## src/rtl/sparse_vmm_pkg.sv

```systemverilog
package sparse_vmm_pkg;

  typedef enum logic {
    ADD_MODE = 1'b0,
    SUB_MODE = 1'b1
  } sadd_mode_e;

  // full-precision signed result width
  function automatic int unsigned result_width(input int unsigned in_w,
                                               input int unsigned wt_w,
                                               input int unsigned rows);
    return in_w + wt_w + $clog2(rows);
  endfunction

  // tree levels + plane merge + P-N subtract + result streaming
  function automatic int unsigned pipe_latency(input int unsigned out_w,
                                               input int unsigned rows);
    return out_w + $clog2(rows) + 2;
  endfunction

endpackage

```

## src/rtl/vmm_serial_add.sv

```systemverilog
module vmm_serial_add
  import sparse_vmm_pkg::*;
#(
  parameter sadd_mode_e MODE = ADD_MODE
) (
  input  logic clk_i,
  input  logic rst_ni,
  input  logic clr_i,
  input  logic a_i,
  input  logic b_i,
  output logic s_o
);
  localparam logic CY_INIT = (MODE == SUB_MODE);

  logic b_eff, cy_q, cy_d, s_d;

  assign b_eff = (MODE == SUB_MODE) ? ~b_i : b_i;
  assign {cy_d, s_d} = {1'b0, a_i} + {1'b0, b_eff} + {1'b0, cy_q};

  always_ff @(posedge clk_i or negedge rst_ni) begin
    if (!rst_ni) begin
      cy_q <= CY_INIT;
      s_o  <= 1'b0;
    end else if (clr_i) begin
      cy_q <= CY_INIT;
      s_o  <= 1'b0;
    end else begin
      cy_q <= cy_d;
      s_o  <= s_d;
    end
  end
endmodule

```

## src/rtl/vmm_col_dot.sv

```systemverilog
module vmm_col_dot
  import sparse_vmm_pkg::*;
#(
  parameter int unsigned ROWS = 8,
  parameter int unsigned WT_W = 5,
  parameter logic [ROWS*WT_W-1:0] MAG = '0
) (
  input  logic            clk_i,
  input  logic            rst_ni,
  input  logic            clr_i,
  input  logic [ROWS-1:0] a_i,
  output logic            s_o
);
  localparam int unsigned LOG_R = $clog2(ROWS);
  localparam int unsigned NL    = 1 << LOG_R;

  logic [WT_W-1:0] plane;
  logic [WT_W-1:0] horner;
  logic            unused_a;

  assign unused_a = ^a_i;

  // one adder tree per weight bit plane; zero weight bits tie the leaf off
  for (genvar k = 0; k < WT_W; k++) begin : g_plane
    logic [2*NL-1:1] nd;
    for (genvar l = 0; l < NL; l++) begin : g_leaf
      if (l < ROWS) begin : g_row
        if (MAG[l*WT_W+k]) begin : g_on
          assign nd[NL+l] = a_i[l];
        end else begin : g_off
          assign nd[NL+l] = 1'b0;
        end
      end else begin : g_pad
        assign nd[NL+l] = 1'b0;
      end
    end
    for (genvar i = 1; i < NL; i++) begin : g_node
      vmm_serial_add #(.MODE(ADD_MODE)) u_add (
        .clk_i (clk_i),
        .rst_ni(rst_ni),
        .clr_i (clr_i),
        .a_i   (nd[2*i]),
        .b_i   (nd[2*i+1]),
        .s_o   (nd[i])
      );
    end
    assign plane[k] = nd[1];
  end

  // Horner merge: the adder register doubles the higher-plane partial sum
  for (genvar k = 0; k < WT_W; k++) begin : g_merge
    if (k == WT_W - 1) begin : g_top
      vmm_serial_add #(.MODE(ADD_MODE)) u_m (
        .clk_i (clk_i),
        .rst_ni(rst_ni),
        .clr_i (clr_i),
        .a_i   (plane[k]),
        .b_i   (1'b0),
        .s_o   (horner[k])
      );
    end else begin : g_mid
      vmm_serial_add #(.MODE(ADD_MODE)) u_m (
        .clk_i (clk_i),
        .rst_ni(rst_ni),
        .clr_i (clr_i),
        .a_i   (plane[k]),
        .b_i   (horner[k+1]),
        .s_o   (horner[k])
      );
    end
  end

  assign s_o = horner[0];
endmodule

```

## src/rtl/sparse_vmm.sv

```systemverilog
module sparse_vmm
  import sparse_vmm_pkg::*;
#(
  parameter int unsigned ROWS = 8,
  parameter int unsigned COLS = 4,
  parameter int unsigned IN_W = 6,
  parameter int unsigned WT_W = 5,
  parameter logic [ROWS*COLS*WT_W-1:0] WEIGHTS = {(ROWS*COLS){WT_W'(1)}},
  localparam int unsigned OUT_W = sparse_vmm_pkg::result_width(IN_W, WT_W, ROWS)
) (
  input  logic                  clk_i,
  input  logic                  rst_ni,
  input  logic                  start_i,
  input  logic [ROWS*IN_W-1:0]  x_i,
  output logic [COLS*OUT_W-1:0] y_o,
  output logic                  valid_o,
  output logic [COLS-1:0]       y_bit_o,
  output logic                  y_bit_vld_o
);
  localparam int unsigned LOG_R = $clog2(ROWS);
  localparam int unsigned LAT   = pipe_latency(OUT_W, ROWS);
  localparam int unsigned CW    = $clog2(LAT + 1);

  // split one signed column into positive part or negative magnitude
  function automatic logic [ROWS*WT_W-1:0] split_col(input int col, input bit neg);
    logic [ROWS*WT_W-1:0] m;
    logic signed [WT_W-1:0] w;
    m = '0;
    for (int r = 0; r < ROWS; r++) begin
      w = WEIGHTS[(r*COLS+col)*WT_W +: WT_W];
      if (neg && (w < 0))       m[r*WT_W +: WT_W] = -w;
      else if (!neg && (w > 0)) m[r*WT_W +: WT_W] = w;
    end
    return m;
  endfunction

  logic [ROWS-1:0] a_bit;
  logic            run_q;
  logic [CW-1:0]   cnt_q;
  logic [COLS-1:0] p_bit, n_bit;
  logic            last_bit;

  // input broadcast: LSB first, sign bit replicated after the data
  for (genvar r = 0; r < ROWS; r++) begin : g_row
    logic [IN_W-1:0] sr_q;
    always_ff @(posedge clk_i or negedge rst_ni) begin
      if (!rst_ni)      sr_q <= '0;
      else if (start_i) sr_q <= x_i[r*IN_W +: IN_W];
      else              sr_q <= {sr_q[IN_W-1], sr_q[IN_W-1:1]};
    end
    assign a_bit[r] = sr_q[0];
  end

  always_ff @(posedge clk_i or negedge rst_ni) begin
    if (!rst_ni) begin
      run_q   <= 1'b0;
      cnt_q   <= '0;
      valid_o <= 1'b0;
    end else begin
      valid_o <= 1'b0;
      if (start_i) begin
        run_q <= 1'b1;
        cnt_q <= '0;
      end else if (run_q) begin
        cnt_q <= cnt_q + 1'b1;
        if (cnt_q == CW'(LAT - 1)) begin
          run_q   <= 1'b0;
          valid_o <= 1'b1;
        end
      end
    end
  end

  assign y_bit_vld_o = run_q && (cnt_q >= CW'(LOG_R + 2)) && (cnt_q <= CW'(LAT - 1));
  assign last_bit    = run_q && (cnt_q == CW'(LAT - 1)) && !start_i;

  for (genvar c = 0; c < COLS; c++) begin : g_col
    localparam logic [ROWS*WT_W-1:0] PMAG = split_col(c, 1'b0);
    localparam logic [ROWS*WT_W-1:0] NMAG = split_col(c, 1'b1);
    localparam bit ZERO_COL = (PMAG == '0) && (NMAG == '0);

    logic [OUT_W-1:0] sh_q;

    vmm_col_dot #(.ROWS(ROWS), .WT_W(WT_W), .MAG(PMAG)) u_pos (
      .clk_i (clk_i),
      .rst_ni(rst_ni),
      .clr_i (start_i),
      .a_i   (a_bit),
      .s_o   (p_bit[c])
    );

    vmm_col_dot #(.ROWS(ROWS), .WT_W(WT_W), .MAG(NMAG)) u_neg (
      .clk_i (clk_i),
      .rst_ni(rst_ni),
      .clr_i (start_i),
      .a_i   (a_bit),
      .s_o   (n_bit[c])
    );

    vmm_serial_add #(.MODE(SUB_MODE)) u_sub (
      .clk_i (clk_i),
      .rst_ni(rst_ni),
      .clr_i (start_i),
      .a_i   (p_bit[c]),
      .b_i   (n_bit[c]),
      .s_o   (y_bit_o[c])
    );

    always_ff @(posedge clk_i or negedge rst_ni) begin
      if (!rst_ni) begin
        sh_q                   <= '0;
        y_o[c*OUT_W +: OUT_W]  <= '0;
      end else if (y_bit_vld_o) begin
        sh_q <= {y_bit_o[c], sh_q[OUT_W-1:1]};
        if (last_bit) y_o[c*OUT_W +: OUT_W] <= {y_bit_o[c], sh_q[OUT_W-1:1]};
      end
    end

    if (ZERO_COL) begin : g_zchk
      a_r6_zero_col: assert property (@(posedge clk_i) disable iff (!rst_ni)
        y_bit_o[c] == 1'b0);
    end
  end

  a_r2_single_pulse: assert property (@(posedge clk_i) disable iff (!rst_ni)
    valid_o |=> !valid_o);

  a_r3_stream_then_done: assert property (@(posedge clk_i) disable iff (!rst_ni)
    ($fell(y_bit_vld_o) && !$past(start_i)) |-> valid_o);

  a_r4_hold_result: assert property (@(posedge clk_i) disable iff (!rst_ni)
    !$stable(y_o) |-> valid_o);

  a_r5_restart_kills: assert property (@(posedge clk_i) disable iff (!rst_ni)
    start_i |=> !valid_o);
endmodule

```

## config.mk

```make
export PLATFORM = sky130hd
export DESIGN_NAME = sparse_vmm
export DESIGN_NICKNAME = d
export VERILOG_FILES = /design/src/rtl/sparse_vmm_pkg.sv /design/src/rtl/vmm_serial_add.sv /design/src/rtl/vmm_col_dot.sv /design/src/rtl/sparse_vmm.sv
export SDC_FILE = /design/constraint.sdc
export NUM_CORES = 1
export LEC_CHECK = 0
export ABC_CLOCK_PERIOD_IN_PS = 2650
export BUFFER_PORTS_ARGS = -buffer_cell sky130_fd_sc_hd__clkbuf_2
export CAP_MARGIN = 20
export CORE_ASPECT_RATIO = 0.75
export CORE_MARGIN = 3
export CORE_UTILIZATION = 48
export DETAILED_ROUTE_END_ITERATION = 10
export PLACE_DENSITY = 0.8
export REMOVE_ABC_BUFFERS = 1
export SLEW_MARGIN = 0
export SYNTH_ARGS = -nofsm -noshare
export SYNTH_HDL_FRONTEND = slang
export SYNTH_SLANG_ARGS = --single-unit
```

## constraint.sdc

```tcl
create_clock -name clk_i -period 2.65 [get_ports clk_i]
set_input_delay 0.53 -clock clk_i [delete_from_list [all_inputs] [get_ports clk_i]]
set_output_delay 0.53 -clock clk_i [all_outputs]
set_load 0.05 [all_outputs]
```

==> impl_metrics.json, run 1 <==
{
  "h-tree-depth": 1,
  "final_common_cell": "dfrtp_1",
  "met1_usage": 0.194,
  "wl_per_cell_um": 14.8,
  "use_met2": 0.234,
  "track_usage": 0.143,
  "fin_util": 0.591,
  "final_cell_mix": "230 x dfrtp_1, 138 x mux2_2, 109 x clkbuf_2",
  "cts-buffers-inserted": 22,
  "drc": 0,
  "hp-start": "x_i[41]",
  "peakVddDrop_mv": 0.408,
  "critPathLaunchType": "flop",
  "yosys.cell_types.count": 25,
  "fp.coreArea_um2": 18100,
  "rsz0062_at_grt": "no",
  "clk_latency_ns": 0.50,
  "slew_headroom": 0.505,
  "required_ns": 2.12,
  "endpoint_kind": "output port",
  "cts_tree": "built",
  "clock_skew_ns": 0.0203,
  "grt_pass1_wl_um": 24500,
  "maxCapViolCount": 0,
  "power_density_nw_per_um2": 733,
  "clockRootBuffer": "clkbuf_16",
  "finalHoldViolations": 0,
  "fp.dieArea_um2": 20700,
  "drtIter0Drc": 278,
  "grt-busiest-layer": "met2",
  "io_pins": 113,
  "r2r_slack_ns": 0.43,
  "crit_path_max_fanout": 6,
  "vias": 4737,
  "min_path_type": "in2reg",
  "port_buffers": 112,
  "syn-mean-instance-area_um2": 15.3,
  "synth_cells": 596,
  "path_clk_slew_ns": 0.06,
  "grt_use_met3": 0.0374,
  "status": "complete, no violations",
  "initial_core_util": 0.503,
  "startpoint": "cnt_q[0]",
  "via_per_inst": 4.91,
  "hpwl_um": 9320,
  "timing.final.crit_period_ns": 2.49,
  "tns_ns": 0,
  "dp.cells": 926,
  "antenna_cells": 0,
  "final_nets": 799,
  "whs_endpoint": "g_row[6].sr_q[5]",
  "die_w_um": 165,
  "totalWireLength_um": 14300,
  "synth-seq-area-share": 0.645,
  "cp.arrival_ns": 1.96,
  "ant_nets": 0,
  "r2r-start": "cnt_q[1]",
  "grt_max_degree": 135,
  "placed_area_um2": 9940,
  "grt_antenna_before_repair": 0,
  "p_total_w": 0.00786,
  "setup_viol": 0,
  "gp_congestion": 0.718,
  "grt_pass1_vias": 5154,
  "overflow": 0,
  "holdPathStages": 3,
  "slew_violations": 0,
  "synth_seq_cells": 235,
  "cts.sinks": 235,
  "drive_gt1_frac": 0.418,
  "postCtsSetupRepairBufs": 0,
  "worst_r2r_endpoint": "g_col[0].sh_q[9]",
  "clk_path_buf_depth": 3,
  "fin_crit_sh": 0.941,
  "rows": 42,
  "r2r_cells": 7,
  "worst_slew_pin_slew_ns": 0.742,
  "yosys_warnings": 0,
  "p_leak_nw": 5.55,
  "design_area_um2": 10700,
  "die_y_um": 125,
  "final_cells": 964,
  "critical_path_class": "reg2out",
  "synthesis.area_um2": 9120,
  "drtPass1Iterations": 4,
  "fmax_ghz": 0.401,
  "syn_to_final_growth_pct": 17.5
}
synth_stat cells, drive strengths merged:
cell,count,area share
clkbuf,14,0.0058
nor2,10,0.0041
dfstp,4,0.012
fa,28,0.061
nand4,2,0.0014
a21o,1,0.00082
nand2,36,0.015
nor2b,65,0.045
inv,12,0.0049
or3b,1,0.00096
o31ai,2,0.0016
nand4bb,1,0.0012
nand3,3,0.0016
xor2,3,0.0029
nand2b,12,0.0082
xnor2,1,0.00096
a211oi,1,0.00082
mux2,138,0.17
buf,18,0.012
dfrtp,231,0.63
o21ai,2,0.0011
ha,11,0.015
per-layer routing:
| layer | wire length, um | part of all wire |
|---|---|---|
| met4 | 255 | 0.018 |
| met2 | 6790 | 0.47 |
| met5 | 0 | 0 |
| met3 | 990 | 0.069 |
| met1 | 6270 | 0.44 |
stage by stage:
stage	hold slack, ns	setup slack [ns]
after global routing	0.236	0.00169
final	0.233	0.156
after CTS	0.213	0.0314
after floorplan	0.234	-0.975
after global placement	0.454	0.520
after detailed placement	0.463	0.451
repair_timing:
item	4_1_cts	5_1_grt
hold endpoints to repair	55	0
hold buffers	1	0
gates resized for setup	1	6
pin swaps	0	1
endpoints found under the setup margin	1	1
registers in the layout, indices dropped and copies added (netlist names):
register and flops:
y_o 56, g_col.u_pos.g_plane.g_node.u_add.s_o 28, g_col.u_sub.s_o 4, valid_o 1, g_col.u_sub.cy_q 4, g_col.sh_q 52
g_col.u_pos.g_merge.g_mid.u_m.cy_q 4, g_col.u_pos.g_merge.g_mid.u_m.s_o 4, g_col.u_pos.g_plane.g_node.u_add.cy_q 28, cnt_q 5, g_row.sr_q 48, run_q 1
where the power goes:
part | switching [W] | internal, W | total [W]
combinational | 0.000276 | 0.000312 | 0.000588
sequential | 0.000169 | 0.00386 | 0.00403
clock | 0.00127 | 0.00197 | 0.00324
total | 0.00172 | 0.00614 | 0.00786
layout make-up:
type                            count  area (um2)
Multi-Input combinational cell    317        3040
Fill cell                        1429        7410
Clock buffer                       26         586
Tap cell                          242         303
Inverter                           12        45.0
Clock inverter                     11         169
Timing Repair Buffer              121         687
Sequential cell                   235        5890
worst max-delay path, cell delays in order (launching register included):
cell and delay [ns]:
dfrtp_2 0.45, inv_1 0.08, ha_1 0.17, nor2b_1 0.06
o31ai_2 0.32, nand3_2 0.13, inv_2 0.10, buf_6 0.15
logic make-up (layout without fill, tap and decap cells):
group	count (synthesis)	count (layout)	share of synthesized area
flip-flops	235	235	0.645
multiplexers	138	138	0.170
AND/OR/NAND/NOR	130	130	0.0769
buffers and inverters	44	170	0.0228
adder cells (fa/ha/maj)	39	39	0.0765
AO/OA/AOI/OAI	6	6	0.00439
XOR/XNOR	4	4	0.00384
worst max path at each step:
stage / endpoint / slack (ns) / depth (start not counted)
final: y_bit_vld_o / 0.16 / 7
after global routing: y_bit_vld_o / 0.002 / 7
after CTS: y_bit_vld_o / 0.03 / 7
after detailed placement: y_o[42] / 0.45 / 6
after global placement: g_col[0].sh_q[8] / 0.52 / 7
after floorplan: y_bit_vld_o / -0.97 / 6
Power figures use the tool's default switching activity.
==> run 2: changes to the inputs <==
--- a/config.mk
+++ b/config.mk
@@ -6,7 +6,7 @@
 export NUM_CORES = 1
 export LEC_CHECK = 0
 export ABC_CLOCK_PERIOD_IN_PS = 2650
-export BUFFER_PORTS_ARGS = -buffer_cell sky130_fd_sc_hd__clkbuf_2
+export BUFFER_PORTS_ARGS = -buffer_cell sky130_fd_sc_hd__buf_2
 export CAP_MARGIN = 20
 export CORE_ASPECT_RATIO = 0.75
 export CORE_MARGIN = 3
==> run 2 against run 1 <==
Compared with the run above: the run now ends with negative hold slack left; clock power down 6.5%; routed wire length up 0.22%; first-iteration DRC count up 2.5%; global-route usage about the same; critical path depth unchanged; flip-flop and latch count unchanged; die area unchanged; sequential power about the same; critical path type unchanged; largest power group unchanged.
==> impl_metrics.json, run 2 (synthesized netlist as in run 1, its figures left out) <==
{
  "path_buf_inv": 3,
  "clk_path_buf_depth": 3,
  "power_density_nw_per_um2": 719,
  "crit_family": "flip-flops",
  "die_w_um": 165,
  "via_per_inst": 4.84,
  "r2r_cells": 7,
  "syn_to_final_growth_pct": 16.5,
  "num-fill-cells": 1402,
  "grt_pass1_vias": 5104,
  "overflow": 0,
  "drtIter0Drc": 285,
  "wl_per_cell_um": 14.9,
  "clock_skew_ns": 0.0252,
  "slew_violations": 0,
  "r2r_slack_ns": 0.38,
  "r2r-start": "cnt_q[1]",
  "crit_path_max_fanout": 6,
  "grt_pass1_wl_um": 24500,
  "holdWs_ns": -0.000927,
  "startpoint": "cnt_q[0]",
  "path_depth": 7,
  "largest_reg_flops": 56,
  "final_common_cell": "dfrtp_1",
  "fp.dieArea_um2": 20700,
  "worst_r2r_endpoint": "g_col[0].sh_q[9]",
  "track_usage": 0.143,
  "cp.arrival_ns": 2.04,
  "totalWireLength_um": 14300,
  "min_path_type": "in2async",
  "rows": 42,
  "cts-buffers-inserted": 22,
  "final_cell_mix": "231 x dfrtp_1, 138 x mux2_2, 109 x buf_2",
  "setup_viol": 0,
  "critPathLaunchType": "flop",
  "crit_top_cell": "inv_1",
  "fmax_ghz": 0.388,
  "slew_headroom": 0.359,
  "regMostFlops": "y_o",
  "worst_slack_ns": 0.0758,
  "clockRootBuffer": "clkbuf_16",
  "io_pins": 113,
  "final_cells": 965,
  "drive_gt1_frac": 0.412,
  "fin_crit_sh": 0.971,
  "ant_nets": 0,
  "cts_tree": "built",
  "die_y_um": 125,
  "violations": "negative hold slack",
  "fp.coreArea_um2": 18100,
  "vias": 4666,
  "cts.sinks": 235,
  "clk_latency_ns": 0.51,
  "cpPeakStageDelay_ns": 0.44,
  "worst_slew_pin_slew_ns": 0.961,
  "hpwl_um": 9630,
  "timing.final.crit_period_ns": 2.57,
  "finalHoldViolations": 2,
  "gp_congestion": 0.706,
  "h-tree-depth": 1,
  "peakVddDrop_mv": 0.389,
  "port_buffers": 112,
  "path_cells": "inv_1 -> ha_1 -> nor2b_1 -> o31ai_2 -> nand3_2 -> inv_1 -> buf_6",
  "path_clk_slew_ns": 0.07,
  "initial_core_util": 0.503,
  "slowest_stage": "dfrtp_1",
  "status": "complete, but fails checks",
  "antenna_cells": 0,
  "endpoint_kind": "output port",
  "required_ns": 2.12,
  "drtPass1Iterations": 4,
  "drc": 0,
  "final_nets": 798,
  "grt_antenna_before_repair": 0,
  "grt_max_degree": 100,
  "maxCapViolCount": 0,
  "p_leak_nw": 5.56,
  "pre_cts_ws_ns": 0.406,
  "dp.cells": 926,
  "top_regs": "y_o (56), g_col.sh_q (52), g_row.sr_q (48)",
  "rsz0062_at_grt": "no",
  "critical_path_class": "reg2out"
}
## run 2: changes by cell type in the layout (fill, tap and decap cells not counted), moves of 2 or more
cell | previous run | this run
buf_2 | 0 | 109
clkbuf_2 | 109 | 0
clkbuf_1 | 2 | 6
bufinv_16 | 4 | 2
clkbuf_8 | 2 | 0
## run 2: metrics by stage
| step | util | area (um2) | TNS [ns] | power, W |
|---|---|---|---|---|
| 2_1_floorplan | - | 8960 | -21.89 | 0.00442 |
| 3_3_place_gp | 0.547 | 9930 | 0 | 0.00464 |
| 3_5_place_dp | 0.547 | 9930 | 0 | 0.00470 |
| 4_1_cts | 0.586 | 10600 | 0 | 0.00777 |
| 5_1_grt | 0.586 | 10600 | 0 | 0.00804 |
| 6_report | 0.586 | 10600 | 0 | 0.00765 |
## run 2: final cells by class
type | count | area [um2] | share of cell area
flip-flops and latches | 235 | 5890 | 0.554
multi-input cells | 317 | 3040 | 0.286
repair buffers | 120 | 664 | 0.0625
clock buffers | 28 | 573 | 0.0539
well taps | 242 | 303 | 0.0285
clock inverters | 11 | 121 | 0.0114
inverters | 12 | 45.0 | 0.00424
## run 2: layer usage
layer  part of all wire  routed length (um)  GRT usage  vias to the layer above
met5                  0                   0          0                        -
met4              0.020                 284     0.0311                        0
met3              0.068                 974     0.0370                       24
met2               0.46                6650      0.230                      123
met1               0.45                6430      0.199                     2345
li1                   -                   -          -                     2174
## run 2: worst max path at each step
stage / to
5_1_grt: y_bit_vld_o
4_1_cts: y_bit_vld_o
3_5_place_dp: g_col[1].sh_q[2]
2_1_floorplan: y_bit_vld_o
6_report: y_bit_vld_o
3_3_place_gp: g_col[0].sh_q[8]
## run 2: worst register-to-register path, stage by stage, from the launching register on
cell and delay [ns]:
dfrtp_1 0.45, inv_1 0.08, ha_1 0.18, o31ai_1 0.21, nand2_1 0.14, nand3_2 0.10
buf_4 0.54, mux2_2 0.44
## run 2: where the power goes
group | total, W | switching [W] | internal (W)
sequential | 0.00403 | 0.000168 | 0.00386
clock | 0.00303 | 0.00130 | 0.00174
combinational | 0.000586 | 0.000277 | 0.000310
total | 0.00765 | 0.00174 | 0.00591
## run 2: timing repair
action	in CTS	in global routing
gates resized for setup	1	3
setup buffers	0	0
pin swaps	0	1
hold buffers	0	0
hold endpoints to repair	0	0
endpoints found under the setup margin	1	1
==> run 3: changes to the inputs <==
--- a/config.mk
+++ b/config.mk
@@ -12,7 +12,8 @@
 export CORE_MARGIN = 3
 export CORE_UTILIZATION = 48
 export DETAILED_ROUTE_END_ITERATION = 10
-export PLACE_DENSITY = 0.8
+export GPL_TIMING_DRIVEN = 0
+export PLACE_DENSITY = 0.68
 export REMOVE_ABC_BUFFERS = 1
 export SLEW_MARGIN = 0
 export SYNTH_ARGS = -nofsm -noshare
==> run 3 against run 2 <==
Compared with the run above: the flow now finishes without violations; count of clock-buffer cells in the layout up 7; clock power about the same; final area up 1.1%; routed wire length down 5.4%; via count down 0.51%; total power down 0.41%; utilization up 0.65 points; fmax up 2.2%.
==> impl_metrics.json, run 3 (synthesized netlist as in run 1, its figures left out) <==
{
  "ant_nets": 0,
  "min_path_type": "in2reg",
  "largest_reg_flops": 56,
  "drive_gt1_frac": 0.412,
  "overflow": 0,
  "drtIter0Drc": 274,
  "status": "complete, no violations",
  "rows": 42,
  "maxCapViolCount": 0,
  "clk_latency_ns": 0.50,
  "syn_to_final_growth_pct": 17.8,
  "fp.coreArea_um2": 18100,
  "slew_headroom": 0.419,
  "regMostFlops": "y_o",
  "crit_top_cell": "inv_1",
  "final_nets": 802,
  "track_usage": 0.136,
  "final_common_cell": "dfrtp_1",
  "grt_pass1_wl_um": 23400,
  "fp.dieArea_um2": 20700,
  "critical_path_class": "reg2out",
  "dp.cells": 922,
  "power_density_nw_per_um2": 709,
  "crit_path_max_fanout": 6,
  "hpwl_um": 8470,
  "critPathLaunchType": "flop",
  "p_leak_nw": 5.61,
  "clock_skew_ns": 0.0197,
  "required_ns": 2.12,
  "rsz0062_at_grt": "no",
  "io_pins": 113,
  "antenna_cells": 0,
  "gp_congestion": 0.695,
  "initial_core_util": 0.503,
  "cp.arrival_ns": 1.99,
  "timing.final.crit_period_ns": 2.52,
  "final_cells": 971,
  "worst_slew_pin_slew_ns": 0.871,
  "vias": 4642,
  "fin_crit_sh": 0.951,
  "slowest_stage": "dfrtp_2",
  "top_regs": "y_o (56), g_col.sh_q (52), g_row.sr_q (48)",
  "cts-buffers-inserted": 23,
  "clk_path_buf_depth": 3,
  "wl_per_cell_um": 14.0,
  "setup_viol": 0,
  "path_cells": "inv_1 -> ha_1 -> nor2b_1 -> o31ai_4 -> nand3_4 -> buf_12 -> inv_1 -> buf_6",
  "path_clk_slew_ns": 0.06,
  "cts_tree": "built",
  "drtPass1Iterations": 4,
  "die_y_um": 125,
  "finalHoldViolations": 0,
  "grt_antenna_before_repair": 0,
  "die_w_um": 165,
  "fin_util": 0.593,
  "cpPeakStageDelay_ns": 0.44,
  "clockRootBuffer": "clkbuf_16",
  "fmax_ghz": 0.397,
  "grt_pass1_vias": 4931,
  "pre_cts_ws_ns": -0.419,
  "h-tree-depth": 1,
  "grt_max_degree": 100,
  "worst_slack_ns": 0.130,
  "cts.sinks": 235,
  "via_per_inst": 4.78,
  "port_buffers": 112,
  "slew_violations": 0,
  "peakVddDrop_mv": 0.419,
  "tns_ns": 0,
  "final_cell_mix": "229 x dfrtp_1, 138 x mux2_2, 109 x buf_2",
  "totalWireLength_um": 13600,
  "drc": 0,
  "num-fill-cells": 1407,
  "holdWs_ns": 0.222,
  "endpoint_kind": "output port"
}
## run 3: changes by cell type in the layout (fill, tap and decap cells not counted), moves of 2 or more
cell / change
buf_16: +3
clkinvlp_4: -2
buf_4: -2
dfrtp_2: +2
clkinv_2: -2
dfrtp_1: -2
inv_6: +2
clkbuf_1: +6
## run 3: power by group
group / leakage [nW] / total (W) / internal [W] / switching, W
Sequential: 3.12 / 0.00402 / 0.00386 / 0.000162
Combinational: 2.16 / 0.000597 / 0.000322 / 0.000276
Clock: 0.336 / 0.00300 / 0.00172 / 0.00127
Total: 5.61 / 0.00762 / 0.00591 / 0.00171
## run 3: final cells by class
class	count	area [um2]	share of cell area
flip-flops and latches	235	5890	0.548
multi-input cells	318	3070	0.286
repair buffers	122	754	0.0702
clock buffers	35	621	0.0577
well taps	242	303	0.0282
clock inverters	7	67.6	0.00629
inverters	12	45.0	0.00419
## run 3: layer usage
layer	wire length, um	vias up	global-route usage
met4	269	0	0.0321
met1	6160	2308	0.188
met5	0	-	0
met3	1040	22	0.0427
met2	6100	114	0.213
li1	-	2198	-
## run 3: final timing paths
check                                 start             endpoint  depth (start not counted)  slack, ns
hold / removal                      x_i[41]     g_row[6].sr_q[5]                          3       0.22
min in group asynchronous            rst_ni     g_col[1].sh_q[7]                          2       0.52
hold reg to reg            g_row[6].sr_q[5]     g_row[6].sr_q[5]                          2       0.47
max in group asynchronous            rst_ni  g_col[2].u_sub.cy_q                          3       1.34
setup / recovery                   cnt_q[0]          y_bit_vld_o                          8       0.13
setup reg to reg                   cnt_q[0]              y_o[53]                          5       0.56
## run 3: timing repair
item                                    CTS  global route
endpoints found under the setup margin   28             1
pin swaps                                 3             1
gates resized for setup                   8             0
hold endpoints to repair                 41             0
gates cloned                              2             0
buffers inserted                          4             0
hold buffers                              1             0
## run 3: through the flow
stage | power (W) | cell area [um2]
2_1_floorplan | 0.00442 | 8960
3_3_place_gp | 0.00463 | 9820
3_5_place_dp | 0.00469 | 9950
4_1_cts | 0.00774 | 10700
5_1_grt | 0.00804 | 10700
6_report | 0.00762 | 10700
## run 3: critical path, delay by kind of cell (launching register included)
family,cells,cell delay [ns]
fa+ha+maj,1,0.16
buf+inv,4,0.44
simple gates,2,0.20
flops,1,0.44
compound gates,1,0.23
